[config.mk]
export PLATFORM = sky130hd
export DESIGN_NAME = mdio_master
export DESIGN_NICKNAME = d
export VERILOG_FILES = /design/src/rtl/mdio_mgmt_pkg.sv /design/src/rtl/mdio_mdc_gen.sv /design/src/rtl/mdio_frame_seq.sv /design/src/rtl/mdio_master.sv
export SDC_FILE = /design/constraint.sdc
export NUM_CORES = 1
export LEC_CHECK = 0
export BUFFER_PORTS_ARGS = -buffer_cell sky130_fd_sc_hd__buf_2
export CELL_PAD_IN_SITES_DETAIL_PLACEMENT = 0
export CELL_PAD_IN_SITES_GLOBAL_PLACEMENT = 1
export CORE_MARGIN = 2
export CORE_UTILIZATION = 42
export CTS_CLUSTER_SIZE = 30
export DETAILED_ROUTE_END_ITERATION = 16
export PLACE_DENSITY = 0.74
export SLEW_MARGIN = 10
export SYNTH_ARGS = -nofsm -noshare
export SYNTH_HDL_FRONTEND = slang
export SYNTH_SLANG_ARGS = --single-unit
[constraint.sdc]
create_clock -name clk -period 3.45 [get_ports clk]
set_clock_uncertainty 0.05 [all_clocks]
set_input_delay 0.345 -clock clk [delete_from_list [all_inputs] [get_ports clk]]
set_output_delay 0.345 -clock clk [all_outputs]
set_load 0.02 [all_outputs]
[src/rtl/mdio_mgmt_pkg.sv]
package mdio_mgmt_pkg;
  localparam int ADDR_W     = 5;
  localparam int DATA_W     = 16;
  localparam int PRE_BITS   = 32;
  localparam int CTRL_BITS  = 2 + 2 + ADDR_W + ADDR_W + 2;
  localparam int FRAME_BITS = PRE_BITS + CTRL_BITS + DATA_W;
  localparam int TA_SLOT    = PRE_BITS + CTRL_BITS - 2;
  localparam int DATA_SLOT  = PRE_BITS + CTRL_BITS;

  localparam logic [1:0] SOF_CODE = 2'b01;
  localparam logic [1:0] OP_WR    = 2'b01;
  localparam logic [1:0] OP_RD    = 2'b10;
  localparam logic [1:0] TA_WR    = 2'b10;

  typedef enum logic {ST_IDLE, ST_RUN} seq_state_e;

  typedef struct packed {
    logic              rd;
    logic [ADDR_W-1:0] phy;
    logic [ADDR_W-1:0] reg_a;
    logic [DATA_W-1:0] wdata;
  } mgmt_cmd_t;
endpackage

[src/rtl/mdio_mdc_gen.sv]
module mdio_mdc_gen #(
  parameter int HALF_CYC = 20
) (
  input  logic clk,
  input  logic rst_n,
  input  logic run,
  output logic mdc,
  output logic fall_stb,
  output logic smp_stb
);
  localparam int CW = $clog2(HALF_CYC + 1);
  localparam logic [CW-1:0] LAST = CW'(HALF_CYC - 1);

  logic [CW-1:0] cnt_q, cnt_d;
  logic          mdc_q, mdc_d;
  logic          at_end;

  assign at_end   = run && (cnt_q == LAST);
  assign fall_stb = at_end && mdc_q;
  assign smp_stb  = at_end && !mdc_q;
  assign mdc      = mdc_q;

  always_comb begin
    cnt_d = cnt_q;
    mdc_d = mdc_q;
    if (!run) begin
      cnt_d = '0;
      mdc_d = 1'b0;
    end else if (cnt_q == LAST) begin
      cnt_d = '0;
      mdc_d = ~mdc_q;
    end else begin
      cnt_d = cnt_q + 1'b1;
    end
  end

  always_ff @(posedge clk or negedge rst_n) begin
    if (!rst_n) begin
      cnt_q <= '0;
      mdc_q <= 1'b0;
    end else begin
      cnt_q <= cnt_d;
      mdc_q <= mdc_d;
    end
  end


  mdc_idle_low_chk: assert property (@(posedge clk) disable iff (!rst_n)
    (!run && !$past(run)) |-> !mdc_q);
endmodule

[src/rtl/mdio_frame_seq.sv]
module mdio_frame_seq
  import mdio_mgmt_pkg::*;
(
  input  logic              clk,
  input  logic              rst_n,
  input  logic              cmd_valid,
  input  mgmt_cmd_t         cmd,
  input  logic              fall_stb,
  input  logic              smp_stb,
  input  logic              mdi,
  output logic              run,
  output logic              done,
  output logic [DATA_W-1:0] rd_data,
  output logic              mdo,
  output logic              mdo_en
);
  localparam int SW = $clog2(FRAME_BITS);
  localparam logic [SW-1:0] TA_IDX   = SW'(TA_SLOT);
  localparam logic [SW-1:0] DAT_IDX  = SW'(DATA_SLOT);
  localparam logic [SW-1:0] LAST_IDX = SW'(FRAME_BITS - 1);

  seq_state_e            state_q, state_d;
  logic [SW-1:0]         slot_q, slot_d;
  logic [FRAME_BITS-1:0] frame_q, frame_d;
  logic                  rd_q, rd_d;
  logic [DATA_W-1:0]     shin_q, shin_d;
  logic [DATA_W-1:0]     rdat_q, rdat_d;
  logic                  done_q, done_d;

  always_comb begin
    state_d = state_q;
    slot_d  = slot_q;
    frame_d = frame_q;
    rd_d    = rd_q;
    shin_d  = shin_q;
    rdat_d  = rdat_q;
    done_d  = 1'b0;
    case (state_q)
      ST_IDLE: begin
        if (cmd_valid) begin
          state_d = ST_RUN;
          slot_d  = '0;
          rd_d    = cmd.rd;
          frame_d = {{PRE_BITS{1'b1}}, SOF_CODE, (cmd.rd ? OP_RD : OP_WR),
                     cmd.phy, cmd.reg_a, (cmd.rd ? 2'b11 : TA_WR),
                     (cmd.rd ? {DATA_W{1'b1}} : cmd.wdata)};
        end
      end
      default: begin
        if (smp_stb && rd_q && (slot_q >= DAT_IDX))
          shin_d = {shin_q[DATA_W-2:0], mdi};
        if (fall_stb) begin
          if (slot_q == LAST_IDX) begin
            state_d = ST_IDLE;
            done_d  = 1'b1;
            if (rd_q) rdat_d = shin_q;
          end else begin
            slot_d  = slot_q + 1'b1;
            frame_d = {frame_q[FRAME_BITS-2:0], 1'b1};
          end
        end
      end
    endcase
  end

  always_ff @(posedge clk or negedge rst_n) begin
    if (!rst_n) begin
      state_q <= ST_IDLE;
      slot_q  <= '0;
      frame_q <= '1;
      rd_q    <= 1'b0;
      shin_q  <= '0;
      rdat_q  <= '0;
      done_q  <= 1'b0;
    end else begin
      state_q <= state_d;
      slot_q  <= slot_d;
      frame_q <= frame_d;
      rd_q    <= rd_d;
      shin_q  <= shin_d;
      rdat_q  <= rdat_d;
      done_q  <= done_d;
    end
  end

  assign run     = (state_q == ST_RUN);
  assign done    = done_q;
  assign rd_data = rdat_q;
  assign mdo     = run ? frame_q[FRAME_BITS-1] : 1'b1;
  assign mdo_en  = run && !(rd_q && (slot_q >= TA_IDX));


  op_locked_chk: assert property (@(posedge clk) disable iff (!rst_n)
    (state_q == ST_RUN) |=> $stable(rd_q));


  done_single_chk: assert property (@(posedge clk) disable iff (!rst_n)
    done_q |=> !done_q);
endmodule

[src/rtl/mdio_master.sv]
module mdio_master
  import mdio_mgmt_pkg::*;
#(
  parameter int HALF_CYC = 20
) (
  input  logic              clk,
  input  logic              rst_n,
  input  logic              cmd_valid,
  input  logic              cmd_read,
  input  logic [ADDR_W-1:0] cmd_phy,
  input  logic [ADDR_W-1:0] cmd_reg,
  input  logic [DATA_W-1:0] cmd_wdata,
  output logic              busy,
  output logic              done,
  output logic [DATA_W-1:0] rd_data,
  output logic              mdc,
  output logic              mdio_out,
  output logic              mdio_oe,
  input  logic              mdio_in
);
  localparam int PW = $clog2(HALF_CYC + 2);

  logic      rst_meta_q, rst_sync_n;
  logic      mdi_meta_q, mdi_q;
  logic      run, fall_stb, smp_stb;
  mgmt_cmd_t cmd;

  always_ff @(posedge clk or negedge rst_n) begin
    if (!rst_n) begin
      rst_meta_q <= 1'b0;
      rst_sync_n <= 1'b0;
    end else begin
      rst_meta_q <= 1'b1;
      rst_sync_n <= rst_meta_q;
    end
  end

  always_ff @(posedge clk or negedge rst_sync_n) begin
    if (!rst_sync_n) begin
      mdi_meta_q <= 1'b1;
      mdi_q      <= 1'b1;
    end else begin
      mdi_meta_q <= mdio_in;
      mdi_q      <= mdi_meta_q;
    end
  end

  assign cmd = '{rd: cmd_read, phy: cmd_phy, reg_a: cmd_reg, wdata: cmd_wdata};

  mdio_mdc_gen #(.HALF_CYC(HALF_CYC)) u_clkgen (
    .clk      (clk),
    .rst_n    (rst_sync_n),
    .run      (run),
    .mdc      (mdc),
    .fall_stb (fall_stb),
    .smp_stb  (smp_stb)
  );

  mdio_frame_seq u_seq (
    .clk       (clk),
    .rst_n     (rst_sync_n),
    .cmd_valid (cmd_valid),
    .cmd       (cmd),
    .fall_stb  (fall_stb),
    .smp_stb   (smp_stb),
    .mdi       (mdi_q),
    .run       (run),
    .done      (done),
    .rd_data   (rd_data),
    .mdo       (mdio_out),
    .mdo_en    (mdio_oe)
  );

  assign busy = run;

  logic          mdc_seen_q;
  logic [PW-1:0] ph_cnt_q;
  always_ff @(posedge clk or negedge rst_sync_n) begin
    if (!rst_sync_n) begin
      mdc_seen_q <= 1'b0;
      ph_cnt_q   <= '0;
    end else begin
      mdc_seen_q <= mdc;
      if (!busy)                  ph_cnt_q <= '0;
      else if (mdc != mdc_seen_q) ph_cnt_q <= PW'(1);
      else                        ph_cnt_q <= ph_cnt_q + 1'b1;
    end
  end


  mdc_phase_len_chk: assert property (@(posedge clk) disable iff (!rst_sync_n)
    !$stable(mdc) |-> (ph_cnt_q == PW'(HALF_CYC)));


  mdo_hold_high_chk: assert property (@(posedge clk) disable iff (!rst_sync_n)
    (mdc && $past(mdc)) |-> $stable(mdio_out));


  preamble_start_chk: assert property (@(posedge clk) disable iff (!rst_sync_n)
    $rose(busy) |-> (mdio_oe && mdio_out && !mdc));


  done_ends_busy_chk: assert property (@(posedge clk) disable iff (!rst_sync_n)
    done |-> ($past(busy) && !busy));


  rdata_hold_chk: assert property (@(posedge clk) disable iff (!rst_sync_n)
    !done |-> $stable(rd_data));
endmodule

==> qor.log <==
qor: clock_tree.cts_root_buf clkbuf_16
qor: timing.clock.fmax 0.382 GHz
qor: cells_and_area.layout_stage_area_growth_over_the_synthesis_result 18.4%
qor: worst_hold_path.holdCritStartpoint cmd_read
qor: timing.max_slew_margin 0.412
qor: grt.gr-total-overflow 0
qor: grt.globalRouteTotalUtil 0.163
qor: place.dp_worst_setup_slack 0.816 ns
qor: clock_tree.tritoncts yes
qor: grt.grt_max_degree 47
qor: floorplanning.ios 52
qor: detailed_routing.route.final.wire_length 9.30 mm
qor: synth.ys_ff_latch 115
qor: grt.grt_first_pass_wirelength 16.2 mm
qor: setup_path.critical_path_peak_fanout 46
qor: timing.postLayoutSetupSlackWorst 0.835 ns
qor: clock_tree.worstSkewPairLatency 0.41 ns
qor: floorplanning.die-width 112 microns
qor: detailed_routing.via_count 3378
qor: setup_path.cp-startpoint u_clkgen.cnt_q[0]
qor: synth.synth_sequential_area_ratio 0.607
qor: setup_path.endpoint_kind flop
qor: power_and_ir_drop.power_per_cell_area 524 nW/um^2
qor: grt.antenna_found_initial 0
qor: synth.postSynthAreaPerCell 11.0 sq um
qor: timing.worst_slew_pin_slew 0.882 ns
qor: setup_path.worst_r2r_startpoint u_clkgen.cnt_q[0]
qor: detailed_routing.vias_per_cell 5.24
qor: synth.synth.yosys.warnings 0
qor: synth.syn-num-nets 476
qor: place.hpwl 5.50 mm
qor: setup_path.required 3.73 ns
qor: timing.final-setup-viol-count 0
qor: timing.slew_violations 0
qor: cells_and_area.insertedDiodeCount 0
qor: cells_and_area.nets 522
qor: timing.hold_viol 0
qor: clock_tree.cts.path.max_buffers 2
qor: clock_tree.cts.sinks 115
qor: clock_tree.path_clk_slew 0.05 ns
qor: detailed_routing.drt_pre_antenna_iters 4
qor: power_and_ir_drop.vdd_drop_max 0.418 mV
qor: detailed_routing.drtIter0Drc 258
qor: synth.synth_area 4880 sq um
qor: floorplanning.die_area 12500 sq um
qor: floorplanning.die_h 112 microns
qor: timing.setup_repair_after_global_routing_missed_its_margin false
qor: floorplanning.row_count 39
qor: timing.setup-tns-final 0 ns
qor: detailed_routing.detail_route.drc_violations 0
qor: setup_path.worst_ep_arrival_time 2.89 ns
qor: detailed_routing.count_of_nets_left_with_antenna_violations_after_detail_routing 0
qor: cells_and_area.drive_above_1_share 0.378
qor: grt.first_global_vias 3354
qor: place.routabilityCongestion 0.719
qor: status.result_of_the_run complete, no violations
qor: clock_tree.h_tree_lvls 4
qor: synth.synth_cells 443
qor: clock_tree.inserted_clock_buffers 17
qor: worst_hold_path.min-delay-path-class in2reg
qor: flow_run.cap_violations 0
qor: clock_tree.post_cts_repair_resize_count 0
qor: clock_tree.cts-hold-fix-buffers 2
qor: floorplanning.coreArea 11400 sq um
qor: setup_path.critPathKind reg2reg
qor: synth.netlist-cell-type-count 45
qor: setup_path.crit_path_start_kind flop
qor: place.portBuffers 51
qor: floorplanning.floorplan.initialDensity 0.429
qor: timing.period_needed 2.61 ns
qor: detailed_routing.routedWlPerCell 14.4 microns
qor: timing.period_share 0.758
qor: power_and_ir_drop.static-leakage-power 2.76 nW
qor: clock_tree.cts.repair_timing.setup_buffer_count 0
-- power by group --
part | switching [W] | total (W) | internal, W | leakage, nW
Sequential | 0.0000134 | 0.00139 | 0.00137 | 1.35
Combinational | 0.0000307 | 0.0000530 | 0.0000223 | 1.15
Clock | 0.000569 | 0.00159 | 0.00102 | 0.266
-- final timing paths --
kind                                      to  slack (ns)  cells past startpoint
setup / recovery           u_seq.frame_q[29]        0.84                      6
hold / removal                    u_seq.rd_q        0.12                      3
setup reg to reg           u_seq.frame_q[29]        0.84                      6
hold reg to reg                   u_seq.rd_q        0.24                      0
max in group asynchronous         mdi_meta_q        2.22                      1
min in group asynchronous         rst_sync_n        0.20                      2
-- layout by cell type (no fill, tap or decap), types with 5 or more instances in the layout --
cell        n
buf_4       8
mux2_2     32
and3_1      5
a21oi_1     8
clkbuf_16  17
nand2_1    81
o22ai_1    15
dfstp_2    66
dfrtp_1    48
mux2i_1    10
o21ai_0    31
clkinv_2    5
clkbuf_1    7
nor2_1      8
buf_2      51
nand3_1    66
-- metal layers --
layer,track usage,routed length (microns),vias up
met3,0.0659,388,13
met5,0,0,-
li1,-,-,1634
met2,0.242,4300,64
met1,0.213,4490,1667
met4,0.0642,123,0
-- metrics by stage --
step | utilization | instance area [sq um] | hold WS (ns) | cells | total power (W)
4_1_cts | 0.508 | 5770 | 0.108 | 645 | 0.00308
3_5_place_dp | 0.459 | 5220 | 0.0845 | 611 | 0.00146
3_3_place_gp | 0.459 | 5220 | 0.0856 | 611 | 0.00146
6_report | 0.508 | 5770 | 0.120 | 645 | 0.00303
2_1_floorplan | - | 4880 | -0.000591 | 443 | 0.00143
5_1_grt | 0.508 | 5770 | 0.107 | 645 | 0.00316
-- cell type report --
class / instances / area (sq um)
Clock buffer: 26 / 479
Timing Repair Buffer: 61 / 335
Fill cell: 1051 / 5600
Clock inverter: 6 / 55.1
Multi-Input combinational cell: 291 / 1750
Inverter: 3 / 11.3
Sequential cell: 115 / 2960
Tap cell: 143 / 179
-- state kept, by name (all words and copies together) (netlist names) --
name and flops:
u_seq.shin_q 16, u_seq.rd_data 16, u_seq.run 1, mdi_meta_q 1, u_seq.slot_q 6, u_seq.done 1, rst_sync_n 1, rst_meta_q 1
u_seq.rd_q 1, mdi_q 1, u_clkgen.mdc 1, u_seq.frame_q 64, u_clkgen.cnt_q 5
-- cell usage after synthesis (all sizes together) --
master,count,area (sq um)
a211o,1,8.76
a21boi,1,7.51
a21oi,8,40.0
a22oi,1,7.51
a311o,2,20.0
a311oi,1,8.76
a31oi,1,6.26
a41oi,2,17.5
and3,5,31.3
and4,1,8.76
and4b,1,10.0
buf,17,114
clkbuf,17,63.8
conb,1,3.75
dfrtp,49,1230
dfstp,66,1730
ha,2,25.0
inv,3,11.3
mux2,32,360
mux2i,10,100
nand2,82,308
nand2b,3,18.8
nand3,67,340
nand3b,1,7.51
nand4,1,6.26
nand4bb,1,11.3
nor2,9,36.3
nor2b,1,6.26
nor3,2,10.0
nor4,2,27.5
nor4b,1,8.76
o21ai,32,160
o22ai,15,93.8
o31a,1,8.76
or2,1,6.26
or3,1,6.26
xnor2,1,8.76
xor2,1,8.76
-- critical path, cell delays in order (launching register included) --
cell	delay (ns)
dfrtp_1	0.39
ha_1	0.25
nand4bb_1	0.41
a311o_2	0.79
buf_4	0.41
nand3_1	0.10
o21ai_0	0.11
-- cells by family after synthesis --
group,share of synthesized area
buffers and inverters,0.0387
other,0.000769
and+or+nand+nor,0.173
adders and majority gates,0.00513
AOI/OAI and AO/OA,0.0777
muxes,0.0944
xor gates and xnor gates,0.00359
DFF,0.607
Note: power is estimated with default switching activity, not from simulation.
